## config.mk

```make
export PLATFORM = sky130hd
export DESIGN_NAME = accel_spi_regs
export DESIGN_NICKNAME = d
export VERILOG_FILES = /design/src/rtl/accel_spi_pkg.sv /design/src/rtl/accel_spi_sync.sv /design/src/rtl/accel_spi_proto.sv /design/src/rtl/accel_spi_bank.sv /design/src/rtl/accel_spi_regs.sv
export SDC_FILE = /design/constraint.sdc
export NUM_CORES = 1
export LEC_CHECK = 0
export BUFFER_PORTS_ARGS = -buffer_cell sky130_fd_sc_hd__buf_2
export CORE_UTILIZATION = 60
export CTS_BUF_LIST = sky130_fd_sc_hd__clkbuf_16
export DETAILED_ROUTE_END_ITERATION = 16
export MAX_ROUTING_LAYER = met4
export PLACE_DENSITY_LB_ADDON = 0.2
export SLEW_MARGIN = 20
export SYNTH_ARGS = -nofsm -noshare
export SYNTH_HDL_FRONTEND = slang
export SYNTH_SLANG_ARGS = --single-unit
```

## constraint.sdc

```tcl
create_clock -name clk -period 3.8 [get_ports clk]
set_input_delay 0.19 -clock clk [delete_from_list [all_inputs] [get_ports clk]]
set_output_delay 0.19 -clock clk [all_outputs]
set_load 0.03 [all_outputs]
```

## src/rtl/accel_spi_pkg.sv

```systemverilog
// Shared constants and helpers for the dual-resolution register file.
// Assumes measurement width of 9..16 bits so a value fits two bytes.
package accel_spi_pkg;

    localparam int SAMPLE_W = 12;
    localparam int BYTE_W   = 8;
    localparam int ADDR_W   = 8;
    localparam int NUM_CH   = 4;   // x, y, z, temperature
    localparam int NUM_AXES = 3;   // channels with a short view

    localparam logic [BYTE_W-1:0] CMD_WRITE = 8'h0A;
    localparam logic [BYTE_W-1:0] CMD_READ  = 8'h0B;

    typedef enum logic [1:0] {
        PH_CMD,
        PH_ADDR,
        PH_DATA,
        PH_SKIP
    } phase_t;

    // Sign-extend one measurement to a 16-bit word.
    function automatic logic [15:0] sext16(input logic [SAMPLE_W-1:0] v);
        return {{(16-SAMPLE_W){v[SAMPLE_W-1]}}, v};
    endfunction

endpackage

```

## src/rtl/accel_spi_sync.sv

```systemverilog
// Brings SCLK, chip select and MOSI into the clk domain and detects SCLK edges.
// Assumes clk is at least eight times faster than SCLK and STAGES >= 2.
module accel_spi_sync #(
    parameter int STAGES = 2
) (
    input  logic clk,
    input  logic rst_n,
    input  logic sclk,
    input  logic cs_n,
    input  logic mosi,
    output logic sclk_rise,
    output logic sclk_fall,
    output logic cs_active,
    output logic mosi_bit
);
    logic [STAGES-1:0] sclk_q, cs_q, mosi_q;
    logic              sclk_d;

    // Synchronizer chains plus one delayed SCLK copy for edge detection.
    always_ff @(posedge clk) begin
        if (!rst_n) begin
            sclk_q <= '0;
            cs_q   <= '1;
            mosi_q <= '0;
            sclk_d <= 1'b0;
        end else begin
            sclk_q <= {sclk_q[STAGES-2:0], sclk};
            cs_q   <= {cs_q[STAGES-2:0], cs_n};
            mosi_q <= {mosi_q[STAGES-2:0], mosi};
            sclk_d <= sclk_q[STAGES-1];
        end
    end

    assign sclk_rise = sclk_q[STAGES-1] & ~sclk_d;
    assign sclk_fall = ~sclk_q[STAGES-1] & sclk_d;
    assign cs_active = ~cs_q[STAGES-1];
    assign mosi_bit  = mosi_q[STAGES-1];

endmodule

```

## src/rtl/accel_spi_proto.sv

```systemverilog
// Frame sequencer: assembles bytes, decodes the command, walks the register
// pointer and shifts read data out. Assumes single-cycle edge pulses from the
// synchronizer and read data valid one cycle after the pointer settles.
module accel_spi_proto
    import accel_spi_pkg::*;
(
    input  logic              clk,
    input  logic              rst_n,
    input  logic              cs_active,
    input  logic              sclk_rise,
    input  logic              sclk_fall,
    input  logic              mosi_bit,
    input  logic [BYTE_W-1:0] rd_data,
    output logic [ADDR_W-1:0] rd_addr,
    output logic              wr_en,
    output logic [ADDR_W-1:0] wr_addr,
    output logic [BYTE_W-1:0] wr_data,
    output logic              snap,
    output logic              miso
);
    phase_t            phase;
    logic              is_wr;
    logic [2:0]        bitcnt;
    logic [6:0]        rx_sr;
    logic [ADDR_W-1:0] ptr;
    logic [BYTE_W-1:0] tx_sr;
    logic              byte_done;
    logic [BYTE_W-1:0] rx_byte;

    // Completed byte and the strobes derived from it.
    always_comb begin
        rx_byte   = {rx_sr, mosi_bit};
        byte_done = cs_active && sclk_rise && (bitcnt == 3'd7);
        snap      = byte_done && (phase == PH_ADDR);
        wr_en     = byte_done && (phase == PH_DATA) && is_wr;
    end

    assign wr_addr = ptr;
    assign wr_data = rx_byte;
    assign rd_addr = ptr;

    // Receive shift, bit counter, frame phase and register pointer.
    always_ff @(posedge clk) begin
        if (!rst_n || !cs_active) begin
            phase  <= PH_CMD;
            is_wr  <= 1'b0;
            bitcnt <= 3'd0;
            rx_sr  <= '0;
            ptr    <= '0;
        end else if (sclk_rise) begin
            rx_sr  <= rx_byte[6:0];
            bitcnt <= bitcnt + 3'd1;
            if (byte_done) begin
                unique case (phase)
                    PH_CMD: begin
                        if (rx_byte == CMD_READ) begin
                            phase <= PH_ADDR;
                            is_wr <= 1'b0;
                        end else if (rx_byte == CMD_WRITE) begin
                            phase <= PH_ADDR;
                            is_wr <= 1'b1;
                        end else begin
                            phase <= PH_SKIP;
                        end
                    end
                    PH_ADDR: begin
                        ptr   <= rx_byte;
                        phase <= PH_DATA;
                    end
                    PH_DATA: ptr <= ptr + 8'd1;
                    default: phase <= PH_SKIP;
                endcase
            end
        end
    end

    // Transmit shifter: loads on the falling edge that opens a byte.
    always_ff @(posedge clk) begin
        if (!rst_n || !cs_active) begin
            tx_sr <= '0;
        end else if (sclk_fall) begin
            if (bitcnt == 3'd0)
                tx_sr <= (phase == PH_DATA && !is_wr) ? rd_data : '0;
            else
                tx_sr <= {tx_sr[BYTE_W-2:0], 1'b0};
        end
    end

    // Registered output, held low outside a frame.
    always_ff @(posedge clk) begin
        if (!rst_n) miso <= 1'b0;
        else        miso <= cs_active & tx_sr[BYTE_W-1];
    end

    assert_ptr_step_R6: assert property (@(posedge clk) disable iff (!rst_n)
        (byte_done && phase == PH_DATA) |=> (ptr == $past(ptr) + 8'd1));
    assert_wr_gate_R9: assert property (@(posedge clk) disable iff (!rst_n)
        wr_en |-> (is_wr && phase == PH_DATA && cs_active));
    assert_snap_then_data_R7: assert property (@(posedge clk) disable iff (!rst_n)
        (snap && cs_active) |=> (phase == PH_DATA || !cs_active));
    assert_skip_silent_R10: assert property (@(posedge clk) disable iff (!rst_n)
        (phase == PH_SKIP) |-> (miso == 1'b0 && !wr_en));

endmodule

```

## src/rtl/accel_spi_bank.sv

```systemverilog
// Register bank: live sample, frame shadow copy, configuration bytes and the
// read multiplexer. Assumes 8-bit addressing and non-overlapping base offsets.
module accel_spi_bank
    import accel_spi_pkg::*;
#(
    parameter int MSB_BASE  = 8'h08,
    parameter int FULL_BASE = 8'h0E,
    parameter int CFG_BASE  = 8'h00,
    parameter int CFG_BYTES = 4
) (
    input  logic                      clk,
    input  logic                      rst_n,
    input  logic                      sample_valid,
    input  logic [SAMPLE_W-1:0]       sample_in [NUM_CH],
    input  logic                      snap,
    input  logic                      wr_en,
    input  logic [ADDR_W-1:0]         wr_addr,
    input  logic [BYTE_W-1:0]         wr_data,
    input  logic [ADDR_W-1:0]         rd_addr,
    output logic [BYTE_W-1:0]         rd_data,
    output logic [CFG_BYTES*BYTE_W-1:0] cfg_flat
);
    logic [SAMPLE_W-1:0] live_q   [NUM_CH];
    logic [SAMPLE_W-1:0] shadow_q [NUM_CH];
    logic [BYTE_W-1:0]   cfg_q    [CFG_BYTES];

    for (genvar c = 0; c < NUM_CH; c++) begin : g_ch
        // Capture the live sample on the valid strobe.
        always_ff @(posedge clk) begin
            if (!rst_n)            live_q[c] <= '0;
            else if (sample_valid) live_q[c] <= sample_in[c];
        end

        // Freeze the frame copy when the address byte completes.
        always_ff @(posedge clk) begin
            if (!rst_n)    shadow_q[c] <= '0;
            else if (snap) shadow_q[c] <= live_q[c];
        end

        assert_capture_R8: assert property (@(posedge clk) disable iff (!rst_n)
            sample_valid |=> (live_q[c] == $past(sample_in[c])));
        assert_shadow_hold_R7: assert property (@(posedge clk) disable iff (!rst_n)
            !snap |=> $stable(shadow_q[c]));
    end

    for (genvar g = 0; g < CFG_BYTES; g++) begin : g_cfg
        // Writable configuration byte.
        always_ff @(posedge clk) begin
            if (!rst_n)
                cfg_q[g] <= '0;
            else if (wr_en && wr_addr == ADDR_W'(CFG_BASE + g))
                cfg_q[g] <= wr_data;
        end
        assign cfg_flat[g*BYTE_W +: BYTE_W] = cfg_q[g];

        assert_cfg_hold_R9: assert property (@(posedge clk) disable iff (!rst_n)
            !wr_en |=> $stable(cfg_q[g]));
    end

    // Read multiplexer over the shadow copy and the configuration bytes.
    always_comb begin
        logic [15:0] word;
        rd_data = '0;
        for (int i = 0; i < NUM_CH; i++) begin
            word = sext16(shadow_q[i]);
            if (rd_addr == ADDR_W'(FULL_BASE + 2*i))     rd_data = word[7:0];
            if (rd_addr == ADDR_W'(FULL_BASE + 2*i + 1)) rd_data = word[15:8];
        end
        for (int i = 0; i < NUM_AXES; i++) begin
            if (rd_addr == ADDR_W'(MSB_BASE + i))
                rd_data = shadow_q[i][SAMPLE_W-1 -: BYTE_W];
        end
        for (int i = 0; i < CFG_BYTES; i++) begin
            if (rd_addr == ADDR_W'(CFG_BASE + i)) rd_data = cfg_q[i];
        end
    end

endmodule

```

## src/rtl/accel_spi_regs.sv

```systemverilog
// Top level: serial register file exposing one 3-axis plus temperature sample
// as full-width byte pairs and as top-8-bit axis bytes. Assumes clk runs at
// least eight times faster than SCLK.
module accel_spi_regs
    import accel_spi_pkg::*;
#(
    parameter int SYNC_STAGES = 2,
    parameter int MSB_BASE    = 8'h08,
    parameter int FULL_BASE   = 8'h0E,
    parameter int CFG_BASE    = 8'h00,
    parameter int CFG_BYTES   = 4
) (
    input  logic                        clk,
    input  logic                        rst_n,
    input  logic                        sample_valid,
    input  logic [SAMPLE_W-1:0]         accel_x,
    input  logic [SAMPLE_W-1:0]         accel_y,
    input  logic [SAMPLE_W-1:0]         accel_z,
    input  logic [SAMPLE_W-1:0]         temp_in,
    input  logic                        spi_sclk,
    input  logic                        spi_cs_n,
    input  logic                        spi_mosi,
    output logic                        spi_miso,
    output logic [CFG_BYTES*BYTE_W-1:0] cfg_bytes
);
    logic                sclk_rise, sclk_fall, cs_active, mosi_bit;
    logic [ADDR_W-1:0]   rd_addr, wr_addr;
    logic [BYTE_W-1:0]   rd_data, wr_data;
    logic                wr_en, snap;
    logic [SAMPLE_W-1:0] samples [NUM_CH];

    assign samples[0] = accel_x;
    assign samples[1] = accel_y;
    assign samples[2] = accel_z;
    assign samples[3] = temp_in;

    accel_spi_sync #(.STAGES(SYNC_STAGES)) u_sync (
        .clk       (clk),
        .rst_n     (rst_n),
        .sclk      (spi_sclk),
        .cs_n      (spi_cs_n),
        .mosi      (spi_mosi),
        .sclk_rise (sclk_rise),
        .sclk_fall (sclk_fall),
        .cs_active (cs_active),
        .mosi_bit  (mosi_bit)
    );

    accel_spi_proto u_proto (
        .clk       (clk),
        .rst_n     (rst_n),
        .cs_active (cs_active),
        .sclk_rise (sclk_rise),
        .sclk_fall (sclk_fall),
        .mosi_bit  (mosi_bit),
        .rd_data   (rd_data),
        .rd_addr   (rd_addr),
        .wr_en     (wr_en),
        .wr_addr   (wr_addr),
        .wr_data   (wr_data),
        .snap      (snap),
        .miso      (spi_miso)
    );

    accel_spi_bank #(
        .MSB_BASE  (MSB_BASE),
        .FULL_BASE (FULL_BASE),
        .CFG_BASE  (CFG_BASE),
        .CFG_BYTES (CFG_BYTES)
    ) u_bank (
        .clk          (clk),
        .rst_n        (rst_n),
        .sample_valid (sample_valid),
        .sample_in    (samples),
        .snap         (snap),
        .wr_en        (wr_en),
        .wr_addr      (wr_addr),
        .wr_data      (wr_data),
        .rd_addr      (rd_addr),
        .rd_data      (rd_data),
        .cfg_flat     (cfg_bytes)
    );

    assert_idle_low_R12: assert property (@(posedge clk) disable iff (!rst_n)
        (!cs_active && $past(!cs_active)) |-> (spi_miso == 1'b0));

endmodule

```

Word level (Yosys, flattened, before mapping)
Memory sizes are Yosys's and may differ from the RTL's.
Cells that the tools add are included.
- bits in writable memories: 128
- input port bits: 54
- memories: 3
- register bits: 37
- memory list (memory ; words ; bits a word ; read ports ; clocked after memory_dff ; wr ports ; RTL line ; RTL):
    u_bank.live_q ; 4 ; 12 ; 4 ; 0 ; 4 ; accel_spi_bank.sv:23 ; logic [SAMPLE_W-1:0] live_q [NUM_CH];
    u_bank.shadow_q ; 4 ; 12 ; 4 ; 0 ; 4 ; accel_spi_bank.sv:24 ; logic [SAMPLE_W-1:0] shadow_q [NUM_CH];
    u_bank.cfg_q ; 4 ; 8 ; 4 ; 0 ; 4 ; accel_spi_bank.sv:25 ; logic [BYTE_W-1:0] cfg_q [CFG_BYTES];
- reductions and logical operators: 21
- bitwise gates (word level): 19
- equal/unequal tests: 19
- muxes and demuxes: 54
- $add $sub $neg: 2
- operators with widths (kind ; number):
    $mux 8 ; 21
    $mux 12 ; 8
    $eq 8x4->1 const B ; 7
    $eq 8x5->1 const B ; 6
    $mux 1 ; 21
    $eq 8x2->1 const B ; 2
    $pmux 8 s2 ; 1
    $or 1x1->1 ; 12
    $logic_and 1x1->1 ; 10
    $add 8x1->8 const B ; 1
    $eq 8x1->1 const B ; 1
    $logic_not 8->1 ; 1
    $pmux 2 s3 ; 1
    $reduce_and 3->1 ; 2
    $mux 2 ; 2
    $not 1->1 ; 4
    $reduce_and 4->1 ; 1
    $reduce_bool 2->1 ; 2
    $add 3x1->3 const B ; 1
    $and 1x1->1 ; 3
    $eq 3x3->1 const B ; 1
    $logic_not 3->1 ; 1
    $eq 2x1->1 const B ; 1
    $eq 2x2->1 const B ; 1
    other kinds (3) ; 4

Depth between registers and ports, before layout
Gate-level depths: netlist of the first run.
- depth in word-level cells: 18
- gate-level depth with buffers: 9
- gate-level depth less buffers: 7

By module
A second synthesis of the first run with hierarchy kept.
- cells, all modules: 695
- area, all modules: 7970.1 um^2
- by module, submodules not included (module ; cells each ; times used ; area an instance (um^2) ; seq. area each (um^2)):
    accel_spi_bank ; 506 ; 1 ; 6243.5 ; 3843.7
    accel_spi_proto ; 172 ; 1 ; 1526.5 ; 600.6
    accel_spi_sync ; 17 ; 1 ; 200.2 ; 140.1

Worst setup path after synthesis of the first run
Ideal clock, no wire load.
- kind: reg2reg
- from: register u_proto.bitcnt[0]
- to: memory u_bank.shadow_q[0][0], enable pin
- slack: 1192 ps
- cell stages (with the launch flop): 7
- data arrival time: 2201 ps
- library setup time: 406 ps
- cells stage by stage: dfxtp_1 ha_1 ha_1 nor4bb_1 clkbuf_1 nand2_1 nand2_1
- RTL lines (item ; RTL line ; RTL):
    start, declared ; accel_spi_proto.sv:23 ; logic [2:0] bitcnt;
    start signal, assigned ; accel_spi_proto.sv:52 ; bitcnt <= bitcnt + 3'd1;
    end, declared ; accel_spi_bank.sv:24 ;

Worst setup path after layout of the first run
- from: register u_proto.ptr[0], in the netlist u_proto.rd_addr[0]
- to: register u_proto.tx_sr[4]
- longest elaborated chain between the ends: 18
- elaborated cells between the ends (all ways): 32
- classes of those cells: eq/ne: 14; mux: 17; reduce/logical: 1
- ends and longest elaborated chain (item ; RTL line ; RTL):
    start, declared ; accel_spi_proto.sv:25 ; logic [ADDR_W-1:0] ptr;
    start signal, assigned ; accel_spi_proto.sv:67 ; ptr <= rx_byte;
    start signal, assigned ; accel_spi_proto.sv:70 ; PH_DATA: ptr <= ptr + 8'd1;
    $eq 8x4->1 ; accel_spi_bank.sv:66 ; if (rd_addr == ADDR_W'(FULL_BASE + 2*i)) rd_data = word[7:0];
    $mux 8 ; accel_spi_bank.sv:66 ;
    $mux 8 ; accel_spi_bank.sv:67 ; if (rd_addr == ADDR_W'(FULL_BASE + 2*i + 1)) rd_data = word[15:8];
    $mux 8 ; accel_spi_bank.sv:66 ;
    $mux 8 ; accel_spi_bank.sv:67 ;
    $mux 8 ; accel_spi_bank.sv:66 ;
    $mux 8 ; accel_spi_bank.sv:67 ;
    $mux 8 ; accel_spi_bank.sv:66 ;
    $mux 8 ; accel_spi_bank.sv:67 ;
    $mux 8 (3 in a row) ; accel_spi_bank.sv:70 ; if (rd_addr == ADDR_W'(MSB_BASE + i))
    $mux 8 (3 in a row) ; accel_spi_bank.sv:74 ; if (rd_addr == ADDR_W'(CFG_BASE + i)) rd_data = cfg_q[i];
    $mux 8 (*) ; accel_spi_bank.sv:74 ;
    $mux 8 (*) ; accel_spi_proto.sv:83 ; tx_sr <= (phase == PH_DATA && !is_wr) ? rd_data : '0;
    $mux 8 (*) ; accel_spi_proto.sv:82 ; if (bitcnt == 3'd0)
    end signal, assigned ; accel_spi_proto.sv:83 ;
    end signal, assigned ; accel_spi_proto.sv:85 ; tx_sr <= {tx_sr[BYTE_W-2:0], 1'b0};
    end, declared ; accel_spi_proto.sv:26 ; logic [BYTE_W-1:0] tx_sr;
Every way passes the cells marked *; elsewhere a longest branch is shown, timed or not.
A chain may end at the register's enable or synchronous reset.

==> results of run 1 <==
[layout make-up]
cell class                      instances  share of cell area [%]
Antenna cell                            1                 0.02675
Clock buffer                           17                   4.547
Clock inverter                         15                   2.220
Inverter                               16                  0.6420
Multi-Input combinational cell        540                   35.00
Sequential cell                       165                   49.00
Tap cell                              176                   2.354
Timing Repair Buffer                  105                   6.206
[synth_stat cells, types with 2 or more instances]
library cell / count / area (um2)
a211oi_1: 19 / 142.6
a21oi_1: 57 / 285.3
a221oi_1: 3 / 26.28
a22oi_1: 9 / 67.56
a311oi_1: 6 / 52.55
a31oi_1: 7 / 43.79
a32o_1: 2 / 20.02
and2_1: 85 / 531.8
and3_1: 51 / 319.1
and3b_1: 2 / 17.52
buf_1: 3 / 11.26
buf_2: 9 / 45.04
clkbuf_1: 48 / 180.2
dfxtp_1: 37 / 740.7
edfxtp_1: 128 / 3844
ha_1: 11 / 137.6
inv_1: 16 / 60.06
mux2i_1: 2 / 20.02
nand2_1: 57 / 214.0
nand2b_1: 18 / 112.6
nand3_1: 33 / 165.2
nand4_1: 9 / 56.30
nor2_1: 30 / 112.6
nor2b_1: 11 / 68.82
nor3_1: 22 / 110.1
nor4_1: 3 / 18.77
nor4b_1: 3 / 26.28
o2111ai_1: 2 / 17.52
o211ai_1: 12 / 90.09
o21a_1: 3 / 22.52
o21ai_0: 29 / 145.1
o22ai_1: 13 / 81.33
o311ai_1: 2 / 17.52
or3_1: 7 / 43.79
or3b_2: 2 / 17.52
or4_1: 3 / 22.52
or4b_1: 2 / 20.02
[metrics by stage]
step	std cells	util, %
2_1_floorplan	783	-
3_3_place_gp	999	65.54
3_5_place_dp	999	65.54
4_1_cts	1034	70.55
5_1_grt	1035	70.64
6_report	1035	70.64
[how the worst min path moves through the flow]
stage | startpoint | end
detailed placement | spi_mosi | u_sync.mosi_q[0]
global route | accel_y[2] | u_bank.live_q[1][2]
finish | accel_x[2] | u_bank.live_q[0][2]
global placement | spi_cs_n | u_sync.cs_q[0]
CTS | accel_x[2] | u_bank.live_q[0][2]
floorplan | spi_cs_n | u_sync.cs_q[0]
[what timing repair did]
item	in CTS	in global routing
hold buffers	3	0
endpoints found under the hold margin	3	0
resized for setup	0	0
[state kept, by name (all words and copies together), names as in the netlist]
signal and flops:
u_bank.live_q 48, u_bank.shadow_q 48, u_bank.cfg_q 32, u_proto.rd_addr 8, u_proto.tx_sr 8, u_proto.rx_sr 7
u_proto.bitcnt 3, u_proto.phase 2, u_sync.cs_q 2, u_sync.mosi_q 2, u_sync.sclk_q 2, u_proto.is_wr 1
u_proto.miso 1, u_sync.sclk_d 1
[cell families after synthesis]
logic type | share of synthesized area [%]
AO/OA/AOI/OAI | 14.29
adder cells (fa/ha/maj) | 1.687
buffers and inverters | 3.864
flip-flops | 56.19
multiplexers | 0.3834
AND/OR/NAND/NOR | 23.59
[metal layers]
layer	vias to the layer above	GRT usage (%)	wire, um
met4	0	14.32	791
met1	3273	47.32	9896
li1	3029	-	-
met3	66	11.58	2449
met5	-	-	0
met2	441	53.25	10950
[power by group through the flow]
stage          clock (mW)  sequential, mW  combinational [mW]
3_5_place_dp            0            2.09               0.147
6_report             1.84            2.06               0.152
2_1_floorplan           0            2.10              0.0633
5_1_grt              1.91            2.06               0.164
4_1_cts              1.84            2.05               0.151
3_3_place_gp            0            2.09               0.138
==> flow_metrics.env, run 1 <==
export IMPL_routedWlPerCell_um=23.27
export IMPL_io_buffers=86
export IMPL_rows=42
export IMPL_crit_buf_inv=1
export IMPL_root_buffer="clkbuf_16"
export IMPL_clk_path_buf_depth=2
export IMPL_ir_worst_vdd_mv=0.3629
export IMPL_die_w_um=118.6
export IMPL_synth_net_count=848
export IMPL_path_depth=7
export IMPL_p_clk_share_pct=45.4
export IMPL_fillCellCount=932
export IMPL_first_global_vias=6517
export IMPL_vias_per_cell=6.579
export IMPL_synthCells=783
export IMPL_ys_seq_area_share_pct=56.19
export IMPL_rsz0062_at_grt="false"
export IMPL_numClockSinks=165
export IMPL_clock_skew_ps=9.723
export IMPL_cp_data_required_time_ps=4170
export IMPL_critPathMaxStageDelay_ps=790
export IMPL_place_congestion=0.9723
export IMPL_path_clk_slew_ps=70
export IMPL_timing_fmax_mhz=345.2
export IMPL_mostFrequentLayoutCells="128 x edfxtp_1, 86 x buf_2, 85 x and2_1, 57 x a21oi_1, 56 x nand2_1"
export IMPL_fin_tns_setup_ps=0
export IMPL_drive_gt1_share_pct=16.90
export IMPL_async_flop_share_pct=0
export IMPL_crit_path_end_kind="flop"
export IMPL_regArea_mm2=0.004584
export IMPL_post_route_period_util_pct=76.23
export IMPL_synth_enable_flop_cells=128
export IMPL_p_int_mw=3.081
export IMPL_ys_seq_elements=165
export IMPL_crit_arrival_ps=3260
export IMPL_multi_input_area_mm2=0.003274
export IMPL_ant_nets=0
export IMPL_die_h_um=118.6
export IMPL_grt_pass1_wl_um=36960
export IMPL_routed_wl_um=24090
export IMPL_first_iter_violations=949
export IMPL_yosys_warnings=0
export IMPL_seqPwrFrac_pct=50.8
export IMPL_core_area_mm2=0.01324
export IMPL_placed_area_mm2=0.008680
export IMPL_setup_ws_ps=903.1
export IMPL_p_sw_share_pct=23.82
export IMPL_antenna_found_initial=1
export IMPL_setup_worst_path_class="reg2reg"
export IMPL_pin_count=87
export IMPL_combPwrFrac_pct=3.8
export IMPL_finalMaxSlewViolations=0
export IMPL_whs_ps=58.49
export IMPL_max_slew_margin_pct=23.19
export IMPL_min_path_cells=2
export IMPL_detailed_place_hpwl_um=16680
export IMPL_drv_cap=0
export IMPL_crit_path_end="u_proto.tx_sr[4]"
export IMPL_regToRegSetupSlack_ps=900
export IMPL_netlist_area_mm2=0.008159
export IMPL_r2r_start="u_proto.rd_addr[0]"
export IMPL_total_power_mw=4.045
export IMPL_synth_main_ff_cell="edfxtp_1"
export IMPL_fin_crit_ps=2897
export IMPL_p_switching_uw=963.8
export IMPL_cts_buffers=17
export IMPL_rr_worst_depth=7
export IMPL_r2r_end="u_proto.tx_sr[4]"
export IMPL_syn2layout_area_growth_pct=14.66
export IMPL_p_leak_nw=3.532
export IMPL_fin_nets=910
export IMPL_tightestPinTransition_ps=1152
export IMPL_grtUsageTotal_pct=36.44
export IMPL_ys_types=64
export IMPL_slowest_stage="nor2b_1"
export IMPL_hold_viol_final=0
export IMPL_dr_pass1_iters=6
export IMPL_startpoint="u_proto.rd_addr[0]"
export IMPL_start_util_pct=61.61
export IMPL_num_vias=6809
export IMPL_setup_violations=0
export IMPL_cts_tree="done"
export IMPL_p_per_area_mw_per_mm2=432.4
export IMPL_final_common_cell="edfxtp_1"
export IMPL_syn_area_per_cell_um2=10.42
export IMPL_clock_latency_ps=450
export IMPL_pre_cts_slack_ps=1031
export IMPL_crit_family="compound AO/OA/AOI/OAI gates"
export IMPL_cts_setup_buffers=0
export IMPL_worst_hold_path_type="in2reg"
export IMPL_route_detailed_drc=0
export IMPL_die_area_mm2=0.01407
export IMPL_grt_start_max_net_pins=62
export IMPL_status="finished, final reports clean"
export IMPL_path_cells="inv_1 > ha_1 > nor2b_1 > a22oi_1 > a311oi_1 > o211ai_1 > o21ai_0"
export IMPL_start_kind="flop"
export IMPL_cts_max_level=4
export IMPL_final_cell_area_mm2=0.009355
export IMPL_path_max_fanout=14
export IMPL_grt_overflow=0
(Power assumes the default switching activity.)
==> run 2, diff against run 1 <==
CORE_UTILIZATION = 53   (was 60)
clock period = 2.55 ns   (was 3.8 ns; I/O delays follow)
==> run 2 against run 1 <==
- sequential power increased by 48%
- design area is 3.4% higher
- sequential cell count is the same
- total power up 45%
- clock power grew 39%
- critical path depth is the same
- critical path type unchanged
- largest power group unchanged
==> flow_metrics.env, run 2 (synthesis results as in run 1) <==
export IMPL_ant_nets=0
export IMPL_root_buffer="clkbuf_16"
export IMPL_slowest_stage="or3b_2"
export IMPL_ir_worst_vdd_mv=0.4876
export IMPL_pin_count=87
export IMPL_numClockSinks=165
export IMPL_antenna_found_initial=0
export IMPL_place_congestion=0.9426
export IMPL_hold_path_endpoint="u_bank.live_q[1][1]"
export IMPL_crit_family="compound AO/OA/AOI/OAI gates"
export IMPL_fin_crit_ps=2470
export IMPL_path_clk_slew_ps=80
export IMPL_setup_worst_path_class="reg2reg"
export IMPL_reg_top3="u_bank.live_q (48), u_bank.shadow_q (48), u_bank.cfg_q (32)"
export IMPL_rsz0062_at_grt="false"
export IMPL_top_usage_layer="met2"
export IMPL_p_clk_share_pct=43.7
export IMPL_cts_buffers=17
export IMPL_p_per_area_mw_per_mm2=605.3
export IMPL_rows=44
export IMPL_crit_path_end_kind="flop"
export IMPL_detailed_place_hpwl_um=17080
export IMPL_final_common_cell="edfxtp_1"
export IMPL_p_leak_nw=3.688
export IMPL_tightestPinTransition_ps=736.5
export IMPL_hold_viol_final=0
export IMPL_crit_arrival_ps=2760
export IMPL_max_slew_margin_pct=50.90
export IMPL_num_vias=6655
export IMPL_path_max_fanout=8
export IMPL_start_kind="flop"
export IMPL_timing_fmax_mhz=404.9
export IMPL_p_sw_share_pct=24.45
export IMPL_hold_path_startpoint="accel_y[1]"
export IMPL_mostFrequentLayoutCells="128 x edfxtp_1, 86 x buf_2, 85 x and2_1, 57 x a21oi_1, 56 x nand2_1"
export IMPL_critPathMaxStageDelay_ps=470
export IMPL_path_cells="ha_1 > or3b_2 > a211oi_2 > buf_4 > a21oi_1 > o311ai_2 > a31oi_1"
export IMPL_grt_pass1_wl_um=36290
export IMPL_fin_nets=944
export IMPL_clock_latency_ps=440
export IMPL_clock_skew_ps=12.71
export IMPL_min_path_cells=2
export IMPL_route_detailed_drc=0
export IMPL_start_util_pct=55.30
export IMPL_io_buffers=86
export IMPL_placed_area_mm2=0.008921
export IMPL_whs_ps=11.86
export IMPL_final_core_util_pct=65.55
export IMPL_first_iter_violations=821
export IMPL_status="finished, final reports clean"
export IMPL_pre_cts_slack_ps=-66.97
export IMPL_finalMaxSlewViolations=0
export IMPL_post_route_period_util_pct=96.85
export IMPL_syn2layout_area_growth_pct=18.54
export IMPL_cp_data_required_time_ps=2840
export IMPL_p_int_mw=4.423
export IMPL_seqPwrFrac_pct=52.2
export IMPL_combPwrFrac_pct=4.2
export IMPL_diodes=0
export IMPL_crit_buf_inv=1
export IMPL_worst_hold_path_type="in2reg"
export IMPL_grtUsageTotal_pct=31.40
export IMPL_fillCellCount=1142
export IMPL_core_area_mm2=0.01475
export IMPL_grtUsageMet3_pct=6.797
export IMPL_grt_overflow=0
export IMPL_dr_pass1_iters=7
export IMPL_r2r_start="u_proto.rd_addr[1]"
export IMPL_use_met1_pct=42.54
export IMPL_gr_usage_met2_pct=48.68
export IMPL_drive_gt1_share_pct=20.18
export IMPL_p_switching_mw=1.432
export IMPL_first_global_vias=6438
export IMPL_clk_path_buf_depth=2
export IMPL_die_area_mm2=0.01589
export IMPL_setup_violations=0
export IMPL_vias_per_cell=6.185
export IMPL_setup_ws_ps=80.23
export IMPL_drv_cap=0
export IMPL_routed_wl_um=23630
export IMPL_grt_start_max_net_pins=58
export IMPL_cts_max_level=4
export IMPL_r2r_end="u_proto.tx_sr[7]"
export IMPL_regToRegSetupSlack_ps=80
export IMPL_final_cell_area_mm2=0.009672
export IMPL_routedWlPerCell_um=21.96
export IMPL_die_h_um=126.1
export IMPL_rr_worst_depth=7
export IMPL_cts_tree="done"
export IMPL_fin_tns_setup_ps=0
export IMPL_die_w_um=126.1
[run 2: changes by cell type in the layout (fill, tap and decap cells not counted), moves of 2 or more]
cell	delta
nor2_1	-4
bufinv_16	-2
clkinv_8	+2
buf_12	+3
dlygate4sd3_1	+8
buf_4	+23
nor2_2	+4
inv_8	-3
[run 2: layout make-up]
type	count	area [um2]	area share, %
flip-flops and latches	165	4584	47.40
clock buffers	17	425.4	4.398
inverters	16	60.06	0.6210
repair buffers	139	893.4	9.237
clock inverters	15	180.2	1.863
well taps	184	230.2	2.380
multi-input cells	540	3298	34.10
[run 2: worst max-delay path by stage]
stage | from | slack (ps) | endpoint | depth (start not counted)
2_1_floorplan | u_proto.rd_addr[1] | 80 | u_bank.cfg_q[0][10] | 6
3_3_place_gp | u_proto.rd_addr[5] | -90 | u_proto.tx_sr[7] | 5
3_5_place_dp | u_proto.rd_addr[5] | -70 | u_proto.tx_sr[7] | 5
4_1_cts | u_proto.bitcnt[0] | 30 | u_bank.shadow_q[1][5] | 5
5_1_grt | u_proto.rd_addr[1] | 7 | u_proto.tx_sr[7] | 7
6_report | u_proto.rd_addr[1] | 80 | u_proto.tx_sr[7] | 7
[run 2: metal layers]
metal  up-vias  share of wire, %
met1      3186                44
met5         -                 0
met3        34               7.9
met2       333                47
met4         0               1.5
li1       3102                 -
[run 2: repair_timing]
item / in CTS / in global routing
endpoints found under the setup margin: 1 / 31
hold buffers: 10 / 1
gates cloned: 0 / 0
endpoints found under the hold margin: 10 / 1
buffers inserted: 0 / 1
pin swaps: 0 / 1
gates resized for setup: 1 / 7
[run 2: stage by stage]
stage | power, mW | cells
6_report | 5.854 | 1076
5_1_grt | 5.989 | 1076
4_1_cts | 5.873 | 1074
3_5_place_dp | 3.340 | 1032
3_3_place_gp | 3.329 | 1032
2_1_floorplan | 3.219 | 783
[run 2: power groups by stage]
stage               registers, mW  logic [mW]  clock network, mW
detailed placement           3.11       0.228                  0
floorplan                    3.12      0.0947                  0
global route                 3.06       0.265               2.66
global placement             3.11       0.218                  0
CTS                          3.05       0.241               2.58
finish                       3.05       0.245               2.56
